===== src/rtl/pwos_pkg.sv =====
package pwos_pkg;

  typedef enum logic [1:0] {
    ST_IDLE    = 2'd0,
    ST_DELAY   = 2'd1,
    ST_PULSE   = 2'd2,
    ST_RECOVER = 2'd3
  } pwos_state_e;

  function automatic int max3(input int a, input int b, input int c);
    int m;
    m = (a > b) ? a : b;
    return (m > c) ? m : c;
  endfunction

endpackage


===== src/rtl/pwos_edge_det.sv =====
module pwos_edge_det (
  input  logic clk_i,
  input  logic rst_ni,
  input  logic trig_i,
  output logic rise_o
);

  logic trig_q;

  // Reset to 1 so a trigger held high across reset is not seen as an edge.
  always_ff @(posedge clk_i or negedge rst_ni) begin
    if (!rst_ni) trig_q <= 1'b1;
    else         trig_q <= trig_i;
  end

  assign rise_o = trig_i & ~trig_q;

endmodule


===== src/rtl/pwos_width_calc.sv =====
module pwos_width_calc #(
  parameter int BASE_W = 4,
  parameter int STEP_W = 2,
  parameter int AW     = 3,
  parameter int CW     = 5
) (
  input  logic [AW-1:0] addr_i,
  output logic [CW-1:0] width_o
);

  int width_full;

  always_comb begin
    width_full = BASE_W + STEP_W * int'(addr_i);
    width_o    = CW'(width_full);
  end

endmodule


===== src/rtl/pwos_seq_ctrl.sv =====
module pwos_seq_ctrl
  import pwos_pkg::*;
#(
  parameter int START_DLY = 3,
  parameter int RECOV_DLY = 5,
  parameter int CW        = 5
) (
  input  logic          clk_i,
  input  logic          rst_ni,
  input  logic          rise_i,
  input  logic [CW-1:0] width_i,
  output logic          active_o
);

  localparam logic [CW-1:0] DLY_LIM = CW'(START_DLY);
  localparam logic [CW-1:0] REC_LIM = CW'(RECOV_DLY);
  localparam logic [CW-1:0] ONE     = CW'(1);

  pwos_state_e   state_q, state_d;
  logic [CW-1:0] cnt_q, cnt_d;

  always_comb begin
    state_d = state_q;
    cnt_d   = cnt_q;
    unique case (state_q)
      ST_IDLE: begin
        if (rise_i) begin
          state_d = ST_DELAY;
          cnt_d   = ONE;
        end
      end
      ST_DELAY: begin
        if (cnt_q >= DLY_LIM) begin
          state_d = ST_PULSE;
          cnt_d   = ONE;
        end else begin
          cnt_d = cnt_q + ONE;
        end
      end
      ST_PULSE: begin
        // live width: compare elapsed count against current selector
        if (cnt_q >= width_i) begin
          if (RECOV_DLY == 0) begin
            state_d = ST_IDLE;
            cnt_d   = '0;
          end else begin
            state_d = ST_RECOVER;
            cnt_d   = ONE;
          end
        end else begin
          cnt_d = cnt_q + ONE;
        end
      end
      ST_RECOVER: begin
        if (cnt_q >= REC_LIM) begin
          state_d = ST_IDLE;
          cnt_d   = '0;
        end else begin
          cnt_d = cnt_q + ONE;
        end
      end
      default: begin
        state_d = ST_IDLE;
        cnt_d   = '0;
      end
    endcase
  end

  always_ff @(posedge clk_i or negedge rst_ni) begin
    if (!rst_ni) begin
      state_q <= ST_IDLE;
      cnt_q   <= '0;
    end else begin
      state_q <= state_d;
      cnt_q   <= cnt_d;
    end
  end

  assign active_o = (state_q == ST_PULSE);

  assert_edge_start_R1: assert property (@(posedge clk_i) disable iff (!rst_ni)
    (state_q == ST_IDLE && rise_i) |=> (state_q == ST_DELAY));

  assert_delay_len_R4: assert property (@(posedge clk_i) disable iff (!rst_ni)
    (state_q == ST_DELAY && cnt_q < DLY_LIM) |=> (state_q == ST_DELAY));

  assert_pulse_hold_R5: assert property (@(posedge clk_i) disable iff (!rst_ni)
    (state_q == ST_PULSE && cnt_q < width_i) |=> (state_q == ST_PULSE));

  assert_width_end_R7: assert property (@(posedge clk_i) disable iff (!rst_ni)
    (state_q == ST_PULSE && cnt_q >= width_i) |=> (state_q != ST_PULSE));

  assert_recover_lock_R6: assert property (@(posedge clk_i) disable iff (!rst_ni)
    (state_q == ST_RECOVER) |=> (state_q == ST_RECOVER || state_q == ST_IDLE));

endmodule


===== src/rtl/pwos_gen.sv =====
module pwos_gen
  import pwos_pkg::*;
#(
  parameter int START_DLY = 3,
  parameter int BASE_W    = 4,
  parameter int STEP_W    = 2,
  parameter int RECOV_DLY = 5,
  parameter int AW        = 3
) (
  input  logic          clk_i,
  input  logic          rst_ni,
  input  logic          trig_i,
  input  logic [AW-1:0] addr_i,
  output logic          pulse_o,
  output logic          pulse_n_o
);

  localparam int MAX_W = BASE_W + STEP_W * ((1 << AW) - 1);
  localparam int MAX_C = max3(START_DLY, MAX_W, RECOV_DLY);
  localparam int CW    = $clog2(MAX_C + 1);

  logic          rise;
  logic [CW-1:0] width;
  logic          active;

  pwos_edge_det u_edge (
    .clk_i  (clk_i),
    .rst_ni (rst_ni),
    .trig_i (trig_i),
    .rise_o (rise)
  );

  pwos_width_calc #(
    .BASE_W (BASE_W),
    .STEP_W (STEP_W),
    .AW     (AW),
    .CW     (CW)
  ) u_width (
    .addr_i  (addr_i),
    .width_o (width)
  );

  pwos_seq_ctrl #(
    .START_DLY (START_DLY),
    .RECOV_DLY (RECOV_DLY),
    .CW        (CW)
  ) u_ctrl (
    .clk_i    (clk_i),
    .rst_ni   (rst_ni),
    .rise_i   (rise),
    .width_i  (width),
    .active_o (active)
  );

  assign pulse_o   = active;
  assign pulse_n_o = ~active;

  assert_reset_idle_R9: assert property (@(posedge clk_i)
    !rst_ni |-> (!pulse_o && pulse_n_o));

endmodule


===== config.mk =====
export PLATFORM = sky130hd
export DESIGN_NAME = pwos_gen
export DESIGN_NICKNAME = d
export VERILOG_FILES = /design/src/rtl/pwos_pkg.sv /design/src/rtl/pwos_edge_det.sv /design/src/rtl/pwos_width_calc.sv /design/src/rtl/pwos_seq_ctrl.sv /design/src/rtl/pwos_gen.sv
export SDC_FILE = /design/constraint.sdc
export NUM_CORES = 1
export LEC_CHECK = 0
export BUFFER_PORTS_ARGS = -buffer_cell sky130_fd_sc_hd__buf_2
export CORE_UTILIZATION = 49
export DETAILED_ROUTE_END_ITERATION = 7
export GPL_TIMING_DRIVEN = 0
export PLACE_DENSITY = 0.72
export SLEW_MARGIN = 20
export SYNTH_ARGS = -nofsm -noshare
export SYNTH_HDL_FRONTEND = slang
export SYNTH_SLANG_ARGS = --single-unit

===== constraint.sdc =====
create_clock -name clk_i -period 1.67 [get_ports clk_i]
set_input_delay 0.334 -clock clk_i [delete_from_list [all_inputs] [get_ports clk_i]]
set_output_delay 0.334 -clock clk_i [all_outputs]
set_load 0.05 [all_outputs]

After elaboration in Yosys (flattened, before gate mapping). Index checks and enable logic that the tools add are counted.

Flip-flop bits (word level): 8. Latch bits: 0. Bits in writable memories: 0. Bits in read-only memories: 0. Input bits: 6. Output and inout bits: 2. Word-level logic and storage cells: 30. Memories: 0.

Add/sub/neg operators: 2. $mul: 0. Div/mod/pow operators: 0. Order comparisons: 3. Equal/unequal tests: 7. Shifts and indexed selects: 0. Multiplexer cells: 10. Bitwise gates (word level): 3. Reductions and logical operators: 2.

Operators by type and width (count): 5-bit two-way mux (4); 5-bit one-hot mux with 4 select lines (1); 2-bit two-way mux (4); 2-bit one-hot mux with 4 select lines (1); 2-bit by 1-bit != test with 1-bit output (second input constant) (3); 3-bit by 4-bit adder with 5-bit output (first input constant) (1); 5-bit by 1-bit adder with 5-bit output (second input constant) (1); 5-bit by 2-bit greater-or-equal comparator with 1-bit output (second input constant) (1); 5-bit by 3-bit greater-or-equal comparator with 1-bit output (second input constant) (1); 5-bit greater-or-equal comparator (1); 2-bit equality test (second input constant) (2); 4-bit AND reduction (1); 2-bit by 1-bit equality test with 1-bit output (second input constant) (1); 2-bit logical NOT (1); 2-bit != test (second input constant) (1); 1-bit inverter (2); 1-bit bitwise AND (1).

Longest topological paths before layout.
Word-level depth: 4. Depth in mapped cells: 8. Depth with buffers taken out: 8.

Hierarchy. A second synthesis with hierarchy kept.

Cell total of the unflattened synthesis: 83. Area, all modules: 745.7 µm².

Modules (own cells, without submodules): pwos_seq_ctrl (instances 1, cells each 75, area each 666.9 µm², sequential area each 175.2 µm²); pwos_edge_det (instances 1, cells each 2, area each 40.0 µm², sequential area each 26.3 µm²); pwos_width_calc (instances 1, cells each 5, area each 35.0 µm², sequential area each 0.0 µm²); pwos_gen (instances 1, cells each 1, area each 3.8 µm², sequential area each 0.0 µm²).

Least setup slack after synthesis. OpenSTA, ideal clock, no wires.

Path type: register to register. Start: register u_ctrl.state_q[0]. End: register u_ctrl.state_q[1]. Setup time: 0.125 ns. Arrival time: 1.792 ns. Data required time: 1.545 ns. Slack: -0.247 ns. Stages on the path, launching flop included: 7. Path buffers: 0. Period minus slack after synthesis: 1.917 ns. Cell sequence: dfrtp_1 inv_1 ha_1 nand2_1 o211ai_4 nor2_2 mux2_4.

Word-level cells in the longest chain between the ends: 3. Elaborated cells between the ends (all ways): 10. Classes of those cells: eq/ne: 7; mux: 1; reduce/logical: 2.

RTL lines: start: declaration (line pwos_seq_ctrl.sv:19) `pwos_state_e state_q, state_d;`; start signal: assignment (line pwos_seq_ctrl.sv:74) `state_q <= state_d;`; 2-bit equality test *; net pulse_o (line pwos_gen.sv:14) `output logic pulse_o,`; 2-bit by 1-bit != test with 1-bit output (no line); 4-bit AND reduction (no line).

Mark *: on every way through the listed nets, which the timed path passes. The rest lies on a longest branch. A chain may end at the register's enable or synchronous reset.

Final worst setup path.
Start: register u_ctrl.cnt_q[2]. End: register u_ctrl.state_q[1].

Word-level cells in the longest chain between the ends: 3. Elaborated cells between the ends (all ways): 7. Classes of those cells: order compare: 3; eq/ne: 3; reduce/logical: 1.

RTL lines: start: declaration (line pwos_seq_ctrl.sv:20) `logic [CW-1:0] cnt_q, cnt_d;`; start signal: assignment (line pwos_seq_ctrl.sv:75) `cnt_q <= cnt_d;`; 5-bit by 3-bit greater-or-equal comparator with 1-bit output, or another cell as far along (line pwos_seq_ctrl.sv:55) `if (cnt_q >= REC_LIM) begin`; 2-bit by 1-bit != test with 1-bit output (no line); 4-bit AND reduction (no line) *.

Every way passes the cells marked *; elsewhere a longest branch is shown, timed or not.

==> metrics.md <==
| Metric | Value |
|---|---|
| Asr flop ratio synth | between 90% and 100% |
| Most frequent cells in the layout | inv_1 (9), nand2_1 (6), nor2_1 (6), ha_1 (6), buf_4 (6) |
| Die area | 1515 um2 |
| Hold crit path type | in2reg |
| Synth Flop Type | dfrtp_1 |
| Critical path class | reg2reg |
| Run status | complete, but fails checks |
| WL per Instance | 15.41 um |
| Routability cong. | 0.8746 |
| DRT Wirelength | approximately 1.6 mm |
| Register bit count reported by yosys | 8 |
| Post-Syn Instances | 70 |
| H-Tree Depth | 1 |
| Clock-pin slew of the registers on the worst-case setup and hold paths | 0.06 ns |
| Final min period | 1.705 ns |
| Critical path data arrival time | 1.85 ns |
| Worst relative slew slack | 81.40% |
| LEAKAGE | 0.0004100 uW |
| P per Cell Area | 1785 nW/um2 |
| Setup Viol. Count Final | 2 |
| Area growth syn-to-layout | 35.21% |
| TritonRoute pass-1 iters | 4 |
| Post-synth EDFFs | 0 |
| CP endpoint kind | flip-flop |
| Total GRT Usage | 25.93% |
| Max Cap Viol | 0 |
| CTS tree | yes |
| Vias post-DR | 599 |
| Startpoint type of the worst setup path | flip-flop |
| ANT cells | 0 |
| Post-Syn Nets | 87 |
| DR vias/cell | between 5 and 6 |
| Clk sinks | 8 |
| Fmax | 586.6 MHz |
| Clock Skews | 0.004186 ns |
| Longest Clk Path Bufs | 2 |
| Die W | 38.93 um |
| Failing checks | setup timing |
| Root Buffer | clkbuf_4 |
| Synth warnings | 0 |
| Most common cell after layout, fill and taps aside | inv_1 |
| Initial antenna violation count | 0 |
| First-pass GRT wire length | 2.532 mm |
| Die H | 38.93 um |
| Core area | 1186 um2 |
| Tcrit/Tclk final | 102.1% |
| Slew Limit Fails | 0 |
| Remaining antenna violation count | 0 |
| Grt ovf | 0 |
| CP required | 1.82 ns |
| RSZ-0062 raised after global routing | yes |
| Top Ports | 8 |
| Vias in the first global route | between 500 and 600 |
| Largest net degree at the start of global routing | 9 |
| Final Non-Filler Cells | slightly above 100 |
| Final hold slack | between 0.2 and 0.25 ns |
| Number of different library cells in the post-synthesis netlist | 27 |
| Drt first-iter violations | 17 |
| DP HPWL | 1.074 mm |
| Register area share after synthesis | 30.15% |
| Nets@finish | about 110 |
| Fin worst setup slack | -0.03485 ns |
| Crit path max fanout | 4 |
| # rows | 12 |
| PortBufs | 7 |
| Placed Cells | 91 |
| Worst-Skew Late Latency | 0.26 ns |
| Number of remaining DRC errors | 0 |
| Initial Util | approximately 56% |
| Ratio of cells with drive above 1 in the final layout | 42.05% |
| CTS Buf Count | 3 |
| Mapped Area | ~670 um2 |
| Worst-Margin Slew | 0.2761 ns |
| Avg Cell Area, Syn | ~9.5 um2 |
| Worst vdd ir | 1119 uV |
| Final hold violations | 0 |
-- timing repair --
action                                  4_1_cts  5_1_grt
hold buffers                                  1        0
buffers inserted                              6        0
endpoints found under the hold margin         7        0
pin swaps                                     7        4
resized for setup                            10        9
endpoints found under the setup margin        3        8
-- per-layer routing --
layer,vias to the layer above,global-route usage [%],share of wire (%)
met2,21,49.58,53
met4,0,7.759,1.3
met5,-,0,0
met3,4,9.249,5.2
met1,292,25.36,41
li1,282,-,-
-- area by class of cell --
cell class / count / area [um2]
Tap cell: 14 / 17.52
Inverter: 10 / 37.54
Fill cell: 86 / 282.8
Timing Repair Buffer: 14 / 108.9
Clock buffer: 4 / 26.28
Multi-Input combinational cell: 52 / 506.7
Sequential cell: 8 / 206.4
-- cells by family (layout without fill, tap and decap cells) --
| family | Yosys count | in the layout | share of synthesized area (%) |
|---|---|---|---|
| and+or+nand+nor | 23 | 23 | 17.23 |
| AOI/OAI and AO/OA | 16 | 16 | 22.85 |
| adders and majority gates | 11 | 11 | 20.60 |
| buffers and inverters | 10 | 28 | 5.619 |
| DFF | 8 | 8 | 30.15 |
| xor gates and xnor gates | 1 | 1 | 1.311 |
| muxes | 1 | 1 | 2.247 |
-- path summary, 6_finish.rpt --
| check | startpoint | endpoint | slack, ns | depth (start not counted) |
|---|---|---|---|---|
| hold reg to reg | u_ctrl.state_q[0]$_DFFE_PN0P_ | u_ctrl.state_q[0]$_DFFE_PN0P_ | 0.58 | 1 |
| max in group asynchronous | rst_ni | u_edge.trig_q$_DFF_PN1_ | 0.97 | 2 |
| min in group asynchronous | rst_ni | u_ctrl.state_q[0]$_DFFE_PN0P_ | 0.45 | 2 |
| setup / recovery | u_ctrl.cnt_q[2]$_DFFE_PN0N_ | u_ctrl.state_q[1]$_DFFE_PN0P_ | -0.03 | 6 |
| hold / removal | trig_i | u_edge.trig_q$_DFF_PN1_ | 0.21 | 1 |
| setup reg to reg | u_ctrl.cnt_q[2]$_DFFE_PN0N_ | u_ctrl.state_q[1]$_DFFE_PN0P_ | -0.03 | 6 |
-- where the power goes --
part	switching, uW	total (uW)	internal [uW]
logic	616	1100	489
clock network	71.2	163	91.7
registers	79.9	345	265
total	767	1610	846
-- stage by stage --
stage	area, um2	utilization, %	setup WS [ns]	TNS (ns)	power (uW)
finish	903.4	76.16	-0.03485	-0.06498	1613
global route	903.4	76.16	-0.1161	-0.2774	1721
CTS	868.3	73.21	-0.03978	-0.06770	1512
detailed placement	735.7	62.03	-0.3954	-1.462	1226
global placement	735.7	62.03	-0.3710	-1.179	1186
floorplan	683.2	-	-0.1657	-0.1717	1038
-- registers in the layout, summed over array words and instances (netlist names) --
name / count
u_ctrl.cnt_q: 5
u_ctrl.state_q: 2
u_edge.trig_q: 1
-- cell usage after synthesis (2+ instances only) --
cell,n,area [um2]
ha_1,11,137.6
inv_1,10,37.54
dfrtp_1,7,175.2
nand2_1,6,22.52
nor2_1,6,22.52
nand3_1,4,20.02
a21oi_1,2,10.01
a221oi_1,2,17.52
a22o_1,2,17.52
o211ai_1,2,15.01
o21ai_0,2,10.01
-- critical path, stage by stage, from the launching register on --
cell and delay (ns):
dfrtp_2 0.40, ha_1 0.27, o211ai_1 0.25, a31oi_4 0.08, o211ai_4 0.25, nor2_4 0.05, mux2_4 0.29
Power figures use the tool's default switching activity.
